--- src/rtl/wdt_pkg.sv ---
package wdt_pkg;

   // Decoded meaning of one cycle on the write port.
   typedef enum logic [1:0] {
      WDT_OP_NONE   = 2'd0,
      WDT_OP_ARM    = 2'd1,
      WDT_OP_RELOAD = 2'd2,
      WDT_OP_CLEAR  = 2'd3
   } wdt_op_e;

   // Bit of the system status word that carries the watchdog cause flag.
   localparam int unsigned WDT_CAUSE_BIT = 1;

   // A write is an arm while disarmed with nonzero data, a cause clear
   // while disarmed with zero data, and a reload whenever armed.
   function automatic wdt_op_e wdt_decode(input logic wr,
                                          input logic armed,
                                          input logic data_zero);
      wdt_op_e op;
      if (!wr)
         op = WDT_OP_NONE;
      else if (armed)
         op = WDT_OP_RELOAD;
      else if (data_zero)
         op = WDT_OP_CLEAR;
      else
         op = WDT_OP_ARM;
      return op;
   endfunction

endpackage

--- src/rtl/wdt_arm_ctrl.sv ---
module wdt_arm_ctrl
   import wdt_pkg::*;
#(
   parameter int unsigned W = 16
) (
   input  logic         clk,
   input  logic         rst_n,
   input  wdt_op_e      op,
   input  logic [W-1:0] wr_data,
   input  logic         expire,
   output logic         armed,
   output logic [W-1:0] captured
);

   always_ff @(posedge clk or negedge rst_n) begin
      if (!rst_n) begin
         armed    <= 1'b0;
         captured <= '0;
      end else if (expire) begin
         // Expiry drops back to disarmed and forgets the timeout.
         armed    <= 1'b0;
         captured <= '0;
      end else if (op == WDT_OP_ARM) begin
         armed    <= 1'b1;
         captured <= wr_data;
      end
   end

endmodule

--- src/rtl/wdt_down_counter.sv ---
module wdt_down_counter #(
   parameter int unsigned W         = 16,
   parameter bit          LOOKAHEAD = 1'b0
) (
   input  logic         clk,
   input  logic         rst_n,
   input  logic         load,
   input  logic [W-1:0] load_val,
   input  logic         run,
   input  logic         clr,
   output logic [W-1:0] count,
   output logic         at_one
);

   localparam logic [W-1:0] ONE = W'(1);

   logic [W-1:0] count_q;
   logic [W-1:0] count_d;

   always_comb begin
      count_d = count_q;
      if (load)
         count_d = load_val;
      else if (clr)
         count_d = '0;
      else if (run && (count_q != '0))
         count_d = count_q - ONE;
   end

   always_ff @(posedge clk or negedge rst_n) begin
      if (!rst_n)
         count_q <= '0;
      else
         count_q <= count_d;
   end

   assign count = count_q;

   generate
      if (LOOKAHEAD) begin : g_lookahead
         // Terminal flag precomputed one cycle ahead from the next count.
         logic at_one_q;
         always_ff @(posedge clk or negedge rst_n) begin
            if (!rst_n)
               at_one_q <= 1'b0;
            else
               at_one_q <= (count_d == ONE);
         end
         assign at_one = at_one_q;
      end else begin : g_compare
         assign at_one = (count_q == ONE);
      end
   endgenerate

endmodule

--- src/rtl/wdt_cause_flag.sv ---
module wdt_cause_flag (
   input  logic clk,
   input  logic rst_n,
   input  logic set,
   input  logic clr,
   output logic cause
);

   always_ff @(posedge clk or negedge rst_n) begin
      if (!rst_n)
         cause <= 1'b0;
      else if (set)
         cause <= 1'b1;
      else if (clr)
         cause <= 1'b0;
   end

endmodule

--- src/rtl/wdt_core.sv ---
module wdt_core
   import wdt_pkg::*;
#(
   parameter int unsigned TMR_W     = 16,
   parameter bit          LOOKAHEAD = 1'b0
) (
   input  logic             clk,
   input  logic             por_rst_n,
   input  logic             wr_en,
   input  logic [TMR_W-1:0] wr_data,
   output logic             wd_rst_req,
   output logic             wd_cause
);

   generate
      if (TMR_W < 2 || TMR_W > 32) begin : g_bad_width
         $error("wdt_core: TMR_W must lie in 2..32");
      end
   endgenerate

   wdt_op_e          op;
   logic             armed;
   logic [TMR_W-1:0] captured;
   logic [TMR_W-1:0] count;
   logic             at_one;
   logic             load;
   logic [TMR_W-1:0] load_val;
   logic             expire;
   logic             req_q;

   assign op       = wdt_decode(wr_en, armed, (wr_data == '0));
   assign load     = (op == WDT_OP_ARM) || (op == WDT_OP_RELOAD);
   assign load_val = (op == WDT_OP_ARM) ? wr_data : captured;
   // A write on the terminal edge wins over expiry.
   assign expire   = armed && !wr_en && at_one;

   wdt_arm_ctrl #(.W(TMR_W)) u_arm (
      .clk      (clk),
      .rst_n    (por_rst_n),
      .op       (op),
      .wr_data  (wr_data),
      .expire   (expire),
      .armed    (armed),
      .captured (captured)
   );

   wdt_down_counter #(.W(TMR_W), .LOOKAHEAD(LOOKAHEAD)) u_cnt (
      .clk      (clk),
      .rst_n    (por_rst_n),
      .load     (load),
      .load_val (load_val),
      .run      (armed),
      .clr      (expire),
      .count    (count),
      .at_one   (at_one)
   );

   wdt_cause_flag u_cause (
      .clk   (clk),
      .rst_n (por_rst_n),
      .set   (expire),
      .clr   (op == WDT_OP_CLEAR),
      .cause (wd_cause)
   );

   always_ff @(posedge clk or negedge por_rst_n) begin
      if (!por_rst_n)
         req_q <= 1'b0;
      else
         req_q <= expire;
   end

   assign wd_rst_req = req_q;

endmodule

--- config.mk ---
export PLATFORM = sky130hd
export DESIGN_NAME = wdt_core
export DESIGN_NICKNAME = d
export VERILOG_FILES = /design/src/rtl/wdt_pkg.sv /design/src/rtl/wdt_arm_ctrl.sv /design/src/rtl/wdt_down_counter.sv /design/src/rtl/wdt_cause_flag.sv /design/src/rtl/wdt_core.sv
export SDC_FILE = /design/constraint.sdc
export NUM_CORES = 1
export LEC_CHECK = 0
export ABC_AREA = 1
export BUFFER_PORTS_ARGS = -buffer_cell sky130_fd_sc_hd__buf_2
export CAP_MARGIN = 10
export CORE_MARGIN = 2
export CORE_UTILIZATION = 45
export DETAILED_ROUTE_END_ITERATION = 7
export PLACE_DENSITY_LB_ADDON = 0.1
export SYNTH_ARGS = -nofsm -noshare
export SYNTH_HDL_FRONTEND = slang
export SYNTH_SLANG_ARGS = --single-unit
--- constraint.sdc ---
create_clock -name clk -period 1.6 [get_ports clk]
set_input_delay 0.32 -clock clk [delete_from_list [all_inputs] [get_ports clk]]
set_output_delay 0.32 -clock clk [all_outputs]
set_load 0.03 [all_outputs]
# Word level (Yosys, flattened, before mapping)
# Index checks and enable logic that the tools add are counted.
[totals]
inputBits = 19
out_inout_bits = 2
wordCells = 32
ff_bits = 35
[classes]
muxes = 12
n_addsub = 1
eq_ne = 4
reduce_logical = 10
[op_table]
columns = ["cell", "n"]
rows = [
  ["16-bit 2-to-1 mux", 5],
  ["16-bit by 1-bit equality test with 1-bit output (second input constant)", 1],
  ["16-bit logical NOT", 1],
  ["16-bit nonzero test", 1],
  ["16-bit by 1-bit subtractor with 16-bit output (second input constant)", 1],
  ["2-bit 2-to-1 mux", 3],
  ["2-bit equality test (second input constant)", 2],
  ["1-bit 2-to-1 mux", 4],
  ["2-bit nonzero test", 2],
  ["1-bit logical AND", 3],
  ["3-bit nonzero test", 1],
  ["2-bit by 1-bit equality test with 1-bit output (second input constant)", 1],
  ["1-bit logical NOT", 1],
  ["1-bit logical OR", 1],
]

# Depth between registers and ports, before layout
[depth]
depth_word = 7
depth_mapped = 13
mapped_depth_nobuf = 13

# Hierarchy
# Synthesis repeated with hierarchy kept, for this count alone.
[hier_totals]
hier_cells = 332
hier_area_um2 = 2541.2
[modules_own_cells]
columns = ["module", "area_each_um2", "seq_area_each_um2", "instances", "cells_each"]
rows = [
  ["wdt_down_counter", 1267.5, 400.4, 1, 205],
  ["wdt_arm_ctrl", 843.3, 425.4, 1, 77],
  ["wdt_core", 390.4, 25.0, 1, 45],
  ["wdt_cause_flag", 40.0, 25.0, 1, 5],
]

# Worst setup path after synthesis
# No wires, ideal clock.
[synth_timing]
kind = "in2reg"
from = "input port wr_data[8]"
to = "register u_cnt.count_q[13], in the netlist u_cnt.count[13]"
n_path_buf = 2
required_time_ns = 1.483
setup_slack_ns = -0.354
t_arrival_ns = 1.836
path_stages = 12
setup_time_ns = 0.117
path_cell_list = "nor4_1 nand4_1 nand2_1 nand2_1 ha_1 buf_2 buf_1 inv_1 nand2_1 nand2_1 nor2_1 nor2_1"
[synth_between]
elab_chain_len = 7
elab_cells_between_ends = 10
cone_classes = "eq/ne: 2; mux: 5; reduce/logical: 3"
[synth_rtl]
columns = ["element", "line_no", "source"]
rows = [
  ["from (decl)", "wdt_core.sv:10", "input logic [TMR_W-1:0] wr_data,"],
  ["16-bit logical NOT *", "wdt_core.sv:31", "assign op = wdt_decode(wr_en, armed, (wr_data == '0));"],
  ["2-bit 2-to-1 mux *", "wdt_pkg.sv:24", "else if (data_zero)"],
  ["2-bit 2-to-1 mux *", "wdt_pkg.sv:22", "else if (armed)"],
  ["2-bit 2-to-1 mux *", "wdt_pkg.sv:20", "if (!wr)"],
  ["2-bit by 1-bit equality test with 1-bit output / 2-bit equality test (equally long branches)", "wdt_core.sv:32, wdt_core.sv:33", ""],
  ["16-bit 2-to-1 mux / 1-bit logical OR (equally long branches)", "-", ""],
  ["16-bit 2-to-1 mux / 3-bit nonzero test (equally long branches)", "-", ""],
  ["to (signal assigned)", "wdt_down_counter.sv:34", "count_q <= count_d;"],
  ["to (decl)", "wdt_down_counter.sv:17", "logic [W-1:0] count_q;"],
]
# Every way passes the cells marked *; elsewhere a longest branch is shown, timed or not.
# A chain may end at the register's enable or synchronous reset.

# Final worst setup path
[layout_timing]
from = "register u_arm.armed"
to = "register u_cnt.count_q[15], in the netlist u_cnt.count[15]"
[layout_between]
elab_chain_len = 5
elab_cells_between_ends = 12
cone_classes = "eq/ne: 2; mux: 5; reduce/logical: 5"
[layout_rtl]
columns = ["element", "line_no", "source"]
rows = [
  ["from (decl)", "wdt_arm_ctrl.sv:11", "output logic armed,"],
  ["from (signal assigned)", "wdt_arm_ctrl.sv:17", "armed <= 1'b0;"],
  ["from (signal assigned)", "wdt_arm_ctrl.sv:21", "armed <= 1'b0;"],
  ["from (signal assigned)", "wdt_arm_ctrl.sv:24", "armed <= 1'b1;"],
  ["2-bit 2-to-1 mux", "wdt_pkg.sv:22", ""],
  ["2-bit 2-to-1 mux", "wdt_pkg.sv:20", ""],
  ["2-bit by 1-bit equality test with 1-bit output / 2-bit equality test (equally long branches)", "wdt_core.sv:32, wdt_core.sv:33", ""],
  ["16-bit 2-to-1 mux / 1-bit logical OR (equally long branches)", "-", ""],
  ["16-bit 2-to-1 mux / 3-bit nonzero test (equally long branches)", "-", ""],
]
# Several ways; a longest one is shown, not always the timed one.

==> results.sh <==
export IMPL_grt_overflow=0
export IMPL_clock_path_buffers=2
export IMPL_ys_seq_elements=35
export IMPL_finalHoldViolCount=0
export IMPL_final_net_count=398
export IMPL_wl_per_cell_um=17.3
export IMPL_critical_path_slowest_stage_cell="sky130_fd_sc_hd__dfrtp_2"
export IMPL_adder_and_majority_cell_fraction_of_the_synthesized_area=0.0242
export IMPL_drive_gt1_frac=0.460
export IMPL_fmaxAchievable_mhz=540
export IMPL_finalCriticalPeriod_ps=1850
export IMPL_path_clk_slew_ps=80
export IMPL_post_synth_cell_area_avg_um2=7.54
export IMPL_synth_sequential_area_ratio=0.424
export IMPL_design_die_area_um2=5150
export IMPL_detailedPlacementHpwl_um=3890
export IMPL_area_growth_syn_to_layout_pct=62.7
export IMPL_wirelength_um=7400
export IMPL_clockRootBuffer="sky130_fd_sc_hd__clkbuf_8"
export IMPL_reg2reg_to="u_cnt.count[15]$_DFFE_PN0P_"
export IMPL_pin_count=21
export IMPL_insertion_delay_ps=290
export IMPL_ir_drop_uv=1020
export IMPL_share_of_cell_area_taken_by_muxes_after_synthesis=0.0630
export IMPL_h_tree_levels=2
export IMPL_final_max_slew_violation_count=0
export IMPL_grt_setup_unrepaired="true"
export IMPL_min_delay_path_class="in2reg"
export IMPL_number_of_antenna_violations_at_the_first_check_in_global_routing=0
export IMPL_min_period_over_period=1.16
export IMPL_drt_first_iter_violations=169
export IMPL_dr_total_vias=2244
export IMPL_initial_core_util=0.471
export IMPL_max_cap_violations=0
export IMPL_async_flop_share=1.00
export IMPL_power_per_cell_area_nw_per_um2=1820
export IMPL_cp_required_ps=1790
export IMPL_reg2regPathDepth=11
export IMPL_die_w_um=71.8
export IMPL_setup_slack_ps=-252
export IMPL_number_of_enable_flip_flop_cells_after_synthesis=0
export IMPL_vias_per_cell=5.24
export IMPL_rows=24
export IMPL_route_antenna_remaining_nets=0
export IMPL_post_synth_num_cell_types=30
export IMPL_endpoint_kind="register"
export IMPL_tritoncts="done"
export IMPL_slew_at_the_pin_closest_to_its_max_slew_limit_ps=412
export IMPL_final_core_utilization=0.767
export IMPL_floorplan_core_area_um2=4380
export IMPL_violations="negative setup slack"
export IMPL_cts_sinks=35
export IMPL_worst_path_most_repeated_cell="sky130_fd_sc_hd__nand2_1"
export IMPL_port_buffers=20
export IMPL_wire_length_of_the_first_global_routing_pass_um=9780
export IMPL_reg2reg_slack_ps=-250
export IMPL_worst_clock_skew_ps=4.08
export IMPL_syn_nets=297
export IMPL_run_status="finished, violations left"
export IMPL_globalplace_congestion=1.01
export IMPL_critPathArrivalTime_ps=2040
export IMPL_post_synth_xor_area_fraction=0.0254
export IMPL_postPlaceCellArea_um2=2700
export IMPL_grt_pass1_vias=2075
export IMPL_initial_drt_pass_iterations=4
export IMPL_finalSetupViolations=29
export IMPL_fp_dieH_um=71.8
export IMPL_antenna_cells_inserted=0
export IMPL_grt_usage=0.246
export IMPL_warnings_synthesis=0
export IMPL_endpoint="u_cnt.count[15]$_DFFE_PN0P_"
export IMPL_critPathMaxFanout=5
export IMPL_synth_top_family_by_area="simple AND/OR/NAND/NOR gates"
export IMPL_grt_start_max_net_pins=19
export IMPL_synth_flop_cell="sky130_fd_sc_hd__dfrtp_1"
export IMPL_timing_max_slew_rel_slack=0.725
export IMPL_worst_path_largest_cell_delay_ps=450
export IMPL_finish_instance_area_um2=3360
export IMPL_synth_simple_area_share=0.359
export IMPL_synth_compound_area_share=0.0472
export IMPL_path_class="reg2reg"
export IMPL_synth_area_um2=2070
export IMPL_worstPathCellList="inv_2 > nand2_1 > nand2_2 > ha_4 > inv_2 > or2_2 > o21a_1 > nand2_1 > nand2_1 > nor2_1 > nor2_1"
export IMPL_p_leak_uw=0.00163
export IMPL_syn_instance_count=274
export IMPL_drc_errors=0
export IMPL_cp_startpoint="u_arm.armed$_DFFE_PN0P_"
export IMPL_start_kind="register"
export IMPL_worst_r2r_startpoint="u_arm.armed$_DFFE_PN0P_"
export IMPL_cts_inserted_buffers=5
[timing repair]
item	4_1_cts	5_1_grt
setup endpoints to repair	31	34
gates resized for setup	32	49
endpoints found under the hold margin	15	0
pin swaps	10	12
hold buffers	1	0
gates cloned	1	3
setup buffers	7	9
[worst min-delay path by stage]
stage	slack (ps)	endpoint	cells past startpoint	from
after floorplan	20	u_arm.armed$_DFFE_PN0P_	0	por_rst_n
after global placement	260	u_arm.captured[2]$_DFF_PN0_	1	por_rst_n
after detailed placement	260	u_arm.captured[2]$_DFF_PN0_	1	por_rst_n
after CTS	440	u_arm.captured[11]$_DFF_PN0_	4	wr_data[11]
after global routing	470	u_arm.captured[3]$_DFF_PN0_	4	wr_data[3]
final	450	u_arm.captured[3]$_DFF_PN0_	4	wr_data[3]
[registers in the layout, indices dropped and copies added (netlist names)]
register,cells
u_arm.armed,1
u_arm.captured,16
u_cause.cause,1
u_cnt.count,16
wd_rst_req,1
[per-layer routing]
layer | part of all wire | vias up | global-route usage | wire length [um]
met5 | 0 | - | 0 | 0
met4 | 0.023 | 0 | 0.0985 | 169
met3 | 0.048 | 20 | 0.0323 | 358
met2 | 0.50 | 81 | 0.380 | 3730
met1 | 0.42 | 1077 | 0.351 | 3140
li1 | - | 1066 | - | -
[synth_stat cells, types with 4 or more instances]
| master | instances | area, um^2 |
|---|---|---|
| sky130_fd_sc_hd__nand3b_1 | 4 | 30.0 |
| sky130_fd_sc_hd__nand3_1 | 6 | 30.0 |
| sky130_fd_sc_hd__nand2_1 | 83 | 312 |
| sky130_fd_sc_hd__dfrtp_1 | 35 | 876 |
| sky130_fd_sc_hd__mux2i_1 | 13 | 130 |
| sky130_fd_sc_hd__ha_1 | 4 | 50.1 |
| sky130_fd_sc_hd__inv_1 | 17 | 63.8 |
| sky130_fd_sc_hd__buf_2 | 4 | 20.0 |
| sky130_fd_sc_hd__or2_2 | 10 | 62.6 |
| sky130_fd_sc_hd__nor2_1 | 56 | 210 |
| sky130_fd_sc_hd__o21ai_0 | 8 | 40.0 |
| sky130_fd_sc_hd__nor4_1 | 4 | 25.0 |
[final cells by class]
type	instances	area, um^2
multi-input combinational	212	1400
fill	261	1020
sequential	35	878
timing repair buffer	101	820
clock buffer	6	82.6
inverter	20	81.3
tap	52	65.1
clock inverter	2	35.0
[cell families after synthesis]
logic type | Yosys count
xor gates and xnor gates | 6
AOI/OAI and AO/OA | 17
DFF | 35
adders and majority gates | 4
and+or+nand+nor | 172
buffers and inverters | 27
muxes | 13
[power breakdown]
group | switching, uW | internal (uW)
Sequential | 313 | 1300
Clock | 357 | 505
Combinational | 1840 | 1810
[layout by cell type, fill, tap and decap left out, drive strengths merged]
cell type    Yosys  final
dlygate4sd3      0      1
or2             11     11
ha               4      4
clkbuf           0      8
nor4             4      4
xnor2            3      3
xor2             3      3
o211ai           1      1
dfrtp           35     35
nand2           86     86
a21oi            3      3
bufinv           0      1
inv             19     19
nand4            1      1
mux2i           13     13
clkinv           1      1
nand3b           4      4
o21ai            9      9
o21a             3      3
buf              7     98
nor2            59     59
o21bai           1      1
nand3            7      7
clkinvlp         0      1
[metrics by stage]
step                      total power (uW)  worst slack, ps  hold slack, ps  instances  TNS (ps)
after global placement                4230             -546             264        400    -13990
after CTS                             5450             -103             440        417     -1010
final                                 6130             -252             454        428     -2800
after global routing                  6490             -341             473        428     -6390
after detailed placement              4270             -555             263        400    -14670
after floorplan                       3150             -194            24.4        274     -2150
[worst max-delay path: cells and delay by family, from the launching register on]
family	cells	cell delay, ps
AO/OA/AOI/OAI	1	150
buffers and inverters	2	150
AND/OR/NAND/NOR	7	790
adder cells (fa/ha/maj)	1	210
flip-flops	1	450
(Power assumes the default switching activity.)
